$ cat src/rtl/bcd_clk_pkg.sv
`timescale 1ns/1ps
package bcd_clk_pkg;
  localparam int BYTE_W  = 8;
  localparam int MS_W    = 7;
  localparam int NUM_MS  = 2;
  localparam int SEL_W   = 2;

  typedef enum logic [SEL_W-1:0] {
    SEL_SEC  = 2'd0,
    SEL_MIN  = 2'd1,
    SEL_HOUR = 2'd2,
    SEL_NONE = 2'd3
  } rd_sel_e;

  // Hours byte field positions (behavioural: decoded by counter and reader)
  localparam int HR_FMT_BIT = 7;
  localparam int HR_PM_BIT  = 5;
endpackage

$ cat src/rtl/bcd_ms_counter.sv
`timescale 1ns/1ps
module bcd_ms_counter
  import bcd_clk_pkg::*;
#(
  parameter logic [MS_W-1:0] LAST = 7'h59
) (
  input  logic            clk,
  input  logic            rst_n,
  input  logic            inc,
  input  logic            load,
  input  logic [MS_W-1:0] ld_val,
  output logic [MS_W-1:0] val,
  output logic            wrap
);
  localparam int UNIT_W = 4;
  localparam int TENS_W = MS_W - UNIT_W;

  logic [MS_W-1:0] cnt_q;
  logic [MS_W-1:0] cnt_nxt;
  logic            at_last;

  assign at_last = (cnt_q == LAST);
  assign wrap    = inc & at_last;

  always_comb begin
    cnt_nxt = cnt_q;
    if (at_last) begin
      cnt_nxt = '0;
    end else if (cnt_q[UNIT_W-1:0] == 4'd9) begin
      cnt_nxt[UNIT_W-1:0]    = '0;
      cnt_nxt[MS_W-1:UNIT_W] = cnt_q[MS_W-1:UNIT_W] + TENS_W'(1);
    end else begin
      cnt_nxt[UNIT_W-1:0] = cnt_q[UNIT_W-1:0] + UNIT_W'(1);
    end
  end

  always_ff @(posedge clk) begin
    if (!rst_n)     cnt_q <= '0;
    else if (load)  cnt_q <= ld_val;
    else if (inc)   cnt_q <= cnt_nxt;
  end

  assign val = cnt_q;
endmodule

$ cat src/rtl/bcd_hour_counter.sv
`timescale 1ns/1ps
module bcd_hour_counter
  import bcd_clk_pkg::*;
(
  input  logic              clk,
  input  logic              rst_n,
  input  logic              inc,
  input  logic              load,
  input  logic [BYTE_W-1:0] ld_val,
  output logic [BYTE_W-1:0] hour,
  output logic              day_wrap
);
  logic [BYTE_W-1:0] hr_q;
  logic [BYTE_W-1:0] hr_nxt;
  logic              wrap_c;

  always_comb begin
    hr_nxt = hr_q;
    wrap_c = 1'b0;
    if (hr_q[HR_FMT_BIT]) begin
      // 12-hour: bits 4:0 run 12,01..11; bit 5 is PM
      if (hr_q[4:0] == 5'h12) begin
        hr_nxt[4:0] = 5'h01;
      end else if (hr_q[4:0] == 5'h11) begin
        hr_nxt[4:0]      = 5'h12;
        hr_nxt[HR_PM_BIT] = ~hr_q[HR_PM_BIT];
        wrap_c           = hr_q[HR_PM_BIT];
      end else if (hr_q[3:0] == 4'd9) begin
        hr_nxt[4:0] = 5'h10;
      end else begin
        hr_nxt[3:0] = hr_q[3:0] + 4'd1;
      end
    end else begin
      // 24-hour: bits 5:0 run 00..23
      if (hr_q[5:0] == 6'h23) begin
        hr_nxt[5:0] = '0;
        wrap_c      = 1'b1;
      end else if (hr_q[3:0] == 4'd9) begin
        hr_nxt[3:0] = '0;
        hr_nxt[5:4] = hr_q[5:4] + 2'd1;
      end else begin
        hr_nxt[3:0] = hr_q[3:0] + 4'd1;
      end
    end
  end

  assign day_wrap = inc & wrap_c;

  always_ff @(posedge clk) begin
    if (!rst_n)     hr_q <= '0;
    else if (load)  hr_q <= {ld_val[7], 1'b0, ld_val[5:0]};
    else if (inc)   hr_q <= hr_nxt;
  end

  assign hour = hr_q;
endmodule

$ cat src/rtl/bcd_time_keeper.sv
`timescale 1ns/1ps
module bcd_time_keeper
  import bcd_clk_pkg::*;
(
  input  logic              clk,
  input  logic              rst_n,
  input  logic              tick,
  input  logic              ld_valid,
  output logic              ld_ready,
  input  logic [BYTE_W-1:0] ld_sec,
  input  logic [BYTE_W-1:0] ld_min,
  input  logic [BYTE_W-1:0] ld_hour,
  input  logic [SEL_W-1:0]  rd_sel,
  output logic [BYTE_W-1:0] rd_data,
  output logic              day_carry
);
  localparam logic ALWAYS_READY = 1'b1;

  logic              load_go;
  logic [NUM_MS:0]   inc_chain;
  logic [MS_W-1:0]   ms_val  [NUM_MS];
  logic [MS_W-1:0]   ms_ld   [NUM_MS];
  logic [NUM_MS-1:0] ms_wrap;
  logic [MS_W-1:0]   sec_val;
  logic [MS_W-1:0]   min_val;
  logic [BYTE_W-1:0] hour_val;
  logic              hour_wrap;
  logic              carry_q;

  assign ld_ready     = ALWAYS_READY;
  assign load_go      = ld_valid & ld_ready;
  assign inc_chain[0] = tick & ~load_go;
  assign ms_ld[0]     = ld_sec[MS_W-1:0];
  assign ms_ld[1]     = ld_min[MS_W-1:0];

  for (genvar g = 0; g < NUM_MS; g++) begin : g_ms
    bcd_ms_counter #(.LAST(7'h59)) u_cnt (
      .clk    (clk),
      .rst_n  (rst_n),
      .inc    (inc_chain[g]),
      .load   (load_go),
      .ld_val (ms_ld[g]),
      .val    (ms_val[g]),
      .wrap   (ms_wrap[g])
    );
    assign inc_chain[g+1] = ms_wrap[g];
  end

  assign sec_val = ms_val[0];
  assign min_val = ms_val[1];

  bcd_hour_counter u_hour (
    .clk      (clk),
    .rst_n    (rst_n),
    .inc      (inc_chain[NUM_MS]),
    .load     (load_go),
    .ld_val   (ld_hour),
    .hour     (hour_val),
    .day_wrap (hour_wrap)
  );

  always_ff @(posedge clk) begin
    if (!rst_n) carry_q <= 1'b0;
    else        carry_q <= hour_wrap;
  end
  assign day_carry = carry_q;

  always_comb begin
    unique case (rd_sel_e'(rd_sel))
      SEL_SEC:  rd_data = {1'b0, sec_val};
      SEL_MIN:  rd_data = {1'b0, min_val};
      SEL_HOUR: rd_data = hour_val;
      default:  rd_data = '0;
    endcase
  end
endmodule

$ cat config.mk
export PLATFORM = sky130hd
export DESIGN_NAME = bcd_time_keeper
export DESIGN_NICKNAME = d
export VERILOG_FILES = /design/src/rtl/bcd_clk_pkg.sv /design/src/rtl/bcd_ms_counter.sv /design/src/rtl/bcd_hour_counter.sv /design/src/rtl/bcd_time_keeper.sv
export SDC_FILE = /design/constraint.sdc
export NUM_CORES = 1
export LEC_CHECK = 0
export BUFFER_PORTS_ARGS = -buffer_cell sky130_fd_sc_hd__buf_4
export CAP_MARGIN = 5
export CELL_PAD_IN_SITES_DETAIL_PLACEMENT = 0
export CELL_PAD_IN_SITES_GLOBAL_PLACEMENT = 1
export CORE_ASPECT_RATIO = 0.7
export CORE_MARGIN = 1
export CORE_UTILIZATION = 30
export CTS_BUF_LIST = sky130_fd_sc_hd__clkbuf_4 sky130_fd_sc_hd__clkbuf_8
export DETAILED_ROUTE_END_ITERATION = 8
export PLACE_DENSITY = 0.64
export SLEW_MARGIN = 25
export SYNTH_ARGS = -nofsm -noshare
export SYNTH_HDL_FRONTEND = slang
export SYNTH_HIERARCHICAL = 1
export SYNTH_SLANG_ARGS = --single-unit
$ cat constraint.sdc
create_clock -name clk -period 3.9 [get_ports clk]
set_input_delay 0.39 -clock clk [delete_from_list [all_inputs] [get_ports clk]]
set_output_delay 0.39 -clock clk [all_outputs]
set_load 0.1 [all_outputs]
==> results.md <==
- Status: finished clean
- Hold Crit Depth: 2
- Largest family of logic cells by synthesized area: simple AND/OR/NAND/NOR gates
- PostCTS Resize Cnt: 0
- Fmax: 0.353 GHz
- Layout cell share with drive strength beyond 1: 0.215
- RSZ-0062 raised after global routing: no
- Total gr overflow: 0
- Hold_buf cts: 0
- Slowest stage delay, CP: 0.38 ns
- WL final: 4.23 mm
- H-tree depth: 1
- Register bit total from synthesis: 22
- Final Hold Fails: 0
- R2R cell count: 10
- Fill cells: 580
- Final core occ: 0.378
- CTS tree: yes
- Iter 0 DRT Violations: 53
- Fraction of registers with async set or reset after synthesis: 0
- Die area: 0.00608 sq mm
- Combinational Power Share: 0.276
- Synth cell types: 47
- Critical path arrival: 2.98 ns
- Via count: 1543
- CP max FO: 7
- Reg power frac: 0.472
- Hold Crit Class: in -> reg
- Syn Std Cell Area: 0.00173 sq mm
- Multiplexer share of the synthesized area: 0.0578
- Clk pwr share: 0.253
- Height of the die: 65.5 um
- Mapped Nets: 241
- Post-route cell area: 0.00204 sq mm
- Average size of a mapped cell: 8.36 sq um
- Placed inst area: 0.00200 sq mm
- Sink Count: 22
- Port-buffer cells: 35
- Compound-Gate Fraction of Synth Area: 0.262
- Routability cong.: 0.740
- Post-DRT Antenna Nets: 0
- Fin crit share: 0.726
- Post-CTS Setup Bufs: 0
- Simple-gate share of the synthesized area: 0.294
- Commonest non-fill, non-tap cells in the layout: buf_4, dfxtp_1, o21ai_0
- FP Rows: 22
- Critical Path RT: 4.05 ns
- Initial antenna violation count: 0
- Avg WL per Cell: 13.9 um
- CTS Root Cell: clkbuf_8
- Maxcap violations: 0
- Post-Synth XOR/XNOR Area: 0.0253
- Chip width: 92.8 um
- Clock buffer count from CTS: 3
- Gr usage total: 0.145
- Vias in the first global route: 1396
- Slowest CP cell: nor2b_1
- Main synth FF type: dfxtp_1
- First-pass GRT wire length: 6.95 mm
- Sw Ratio: 0.351
- Slew @ Worst Pin: 0.530 ns
- Startpoint types: input port
- Area of the multi-input gates: 0.00116 sq mm
- Max VDD drop: 0.135 mV
- Starting Density: 0.321
- Setup Skew: 0.00349 ns
- Worst-skew pair later-pin latency: 0.26 ns
- CP top delay family: simple AND/OR/NAND/NOR gates
- Critical path class: in -> reg
- Buf/Inv on CP: 3
- Sequential share of the synthesized area: 0.255
- P_sw: 201 uW
- Initial DRT Pass Iterations: 4
- CTS max path bufs: 2
- Cell mode on critical path: buf_4
- P_int: 371 uW
- Diodes inserted: 0
- P per Cell Area: 280 mW/mm^2
- Core area: 0.00540 sq mm
- Layout Nets: 269
- Ports: 40
- Cells after Synth: 207
- CP Capture Type: flop
- Synth warnings: 6
- Area Overhead vs Synth: 17.9%
- Slew headroom: 0.646
- Vias/cell: 5.06
- DPL Wire Length: 3.04 mm
- Synth Area in Adders: 0.0289
- # setup viols final: 0
- Pins Over Slew Limit: 0
- Seq. cell area: 440 sq um
- Number of flops mapped to enable cells by yosys: 0
- Fin crit period: 2.83 ns
- CP cell instances: buf_4, nor2b_1, nand4b_4, nor3_1, buf_4, nand4b_4, nor3_1, buf_4, nor2b_1, nand2_1, o31a_1, o311a_1
- DRC violations left: 0
- Largest net degree at the start of global routing: 29
- Clock-pin slew on the worst setup and hold paths: 0.08 ns
- Setup TNS: 0 ns
- WP depth: 12
- Static leakage: 0.000875 uW
- Commonest non-fill, non-tap cell in the layout: buf_4
## final timing paths
check,slack (ns),end,start
hold reg to reg,0.58,g_ms[0].u_cnt/val[3],g_ms[0].u_cnt/val[3]
setup reg to reg,1.17,u_hour/hour[5],g_ms[0].u_cnt/val[0]
hold / removal,0.34,g_ms[0].u_cnt/val[0],ld_sec[0]
setup / recovery,1.07,u_hour/hour[5],ld_valid
## cells in the mapped netlist (all sizes together), types with 2 or more instances
| library cell | instances | area share |
|---|---|---|
| dfxtp | 22 | 0.25 |
| o311a | 3 | 0.017 |
| and2 | 4 | 0.014 |
| and3 | 5 | 0.018 |
| nor2 | 5 | 0.011 |
| nand2b | 9 | 0.033 |
| nor2b | 10 | 0.040 |
| o31a | 2 | 0.010 |
| nand3 | 3 | 0.0087 |
| buf | 14 | 0.060 |
| conb | 2 | 0.0043 |
| o2bb2ai | 7 | 0.046 |
| nand2 | 17 | 0.037 |
| and4b | 2 | 0.013 |
| or3 | 5 | 0.018 |
| nand4b | 3 | 0.033 |
| o21a | 3 | 0.013 |
| nor4b | 3 | 0.015 |
| a31oi | 6 | 0.022 |
| o21ai | 21 | 0.061 |
| inv | 5 | 0.011 |
| mux2i | 10 | 0.058 |
| o211a | 4 | 0.023 |
| nor3 | 5 | 0.014 |
| a21oi | 10 | 0.029 |
| nor4 | 5 | 0.018 |
| ha | 4 | 0.029 |
| a32o | 2 | 0.012 |
| xor2 | 2 | 0.010 |
| xnor2 | 3 | 0.015 |
## power by group through the flow
stage          registers [uW]  clock network [uW]  logic (uW)
5_1_grt                   273                 165         170
3_5_place_dp              275                   0         158
4_1_cts                   269                 152         159
3_3_place_gp              275                   0         159
6_report                  270                 145         158
2_1_floorplan             257                   0         131
## final cells by class
cell class              count  share of cell area
multi-input cells         165               0.571
flip-flops and latches     22               0.216
repair buffers             38               0.140
well taps                  72              0.0442
clock buffers               3              0.0202
inverters                   5             0.00920
## registers in the layout (all words and copies together), names as in the netlist
signal          cells
u_hour/hour         7
day_carry           1
g_ms.u_cnt/val     14
## stage by stage
step / setup WS (ns) / instances / power (uW) / hold slack (ns)
floorplan: 0.787 / 207 / 388 / 0.512
global placement: 0.826 / 302 / 434 / 0.579
detailed placement: 0.813 / 302 / 433 / 0.567
CTS: 1.09 / 305 / 580 / 0.341
global route: 0.773 / 305 / 609 / 0.338
finish: 1.07 / 305 / 572 / 0.344
## per-layer routing
metal,GRT usage,routed length [um],up-vias
met2,0.214,1710,23
met5,0,0,-
li1,-,-,823
met1,0.214,2350,695
met3,0.0370,153,2
met4,0.0173,19,0
## kinds of logic (layout without fill, tap and decap cells)
logic type,count (synthesis),count (layout)
adder cells (fa/ha/maj),4,4
AND/OR/NAND/NOR,80,80
AO/OA/AOI/OAI,64,64
multiplexers,10,10
other,2,2
buffers and inverters,20,46
flip-flops,22,22
XOR/XNOR,5,5
## worst register-to-register path, cell delays in order (launching register included)
cell	delay, ns
dfxtp_1	0.55
nand4b_4	0.20
nor3_1	0.21
buf_4	0.17
nand4b_4	0.15
nor3_1	0.21
buf_4	0.17
nor2b_1	0.17
nand2_1	0.13
o31a_1	0.33
o311a_1	0.33
Power figures use the tool's default switching activity.
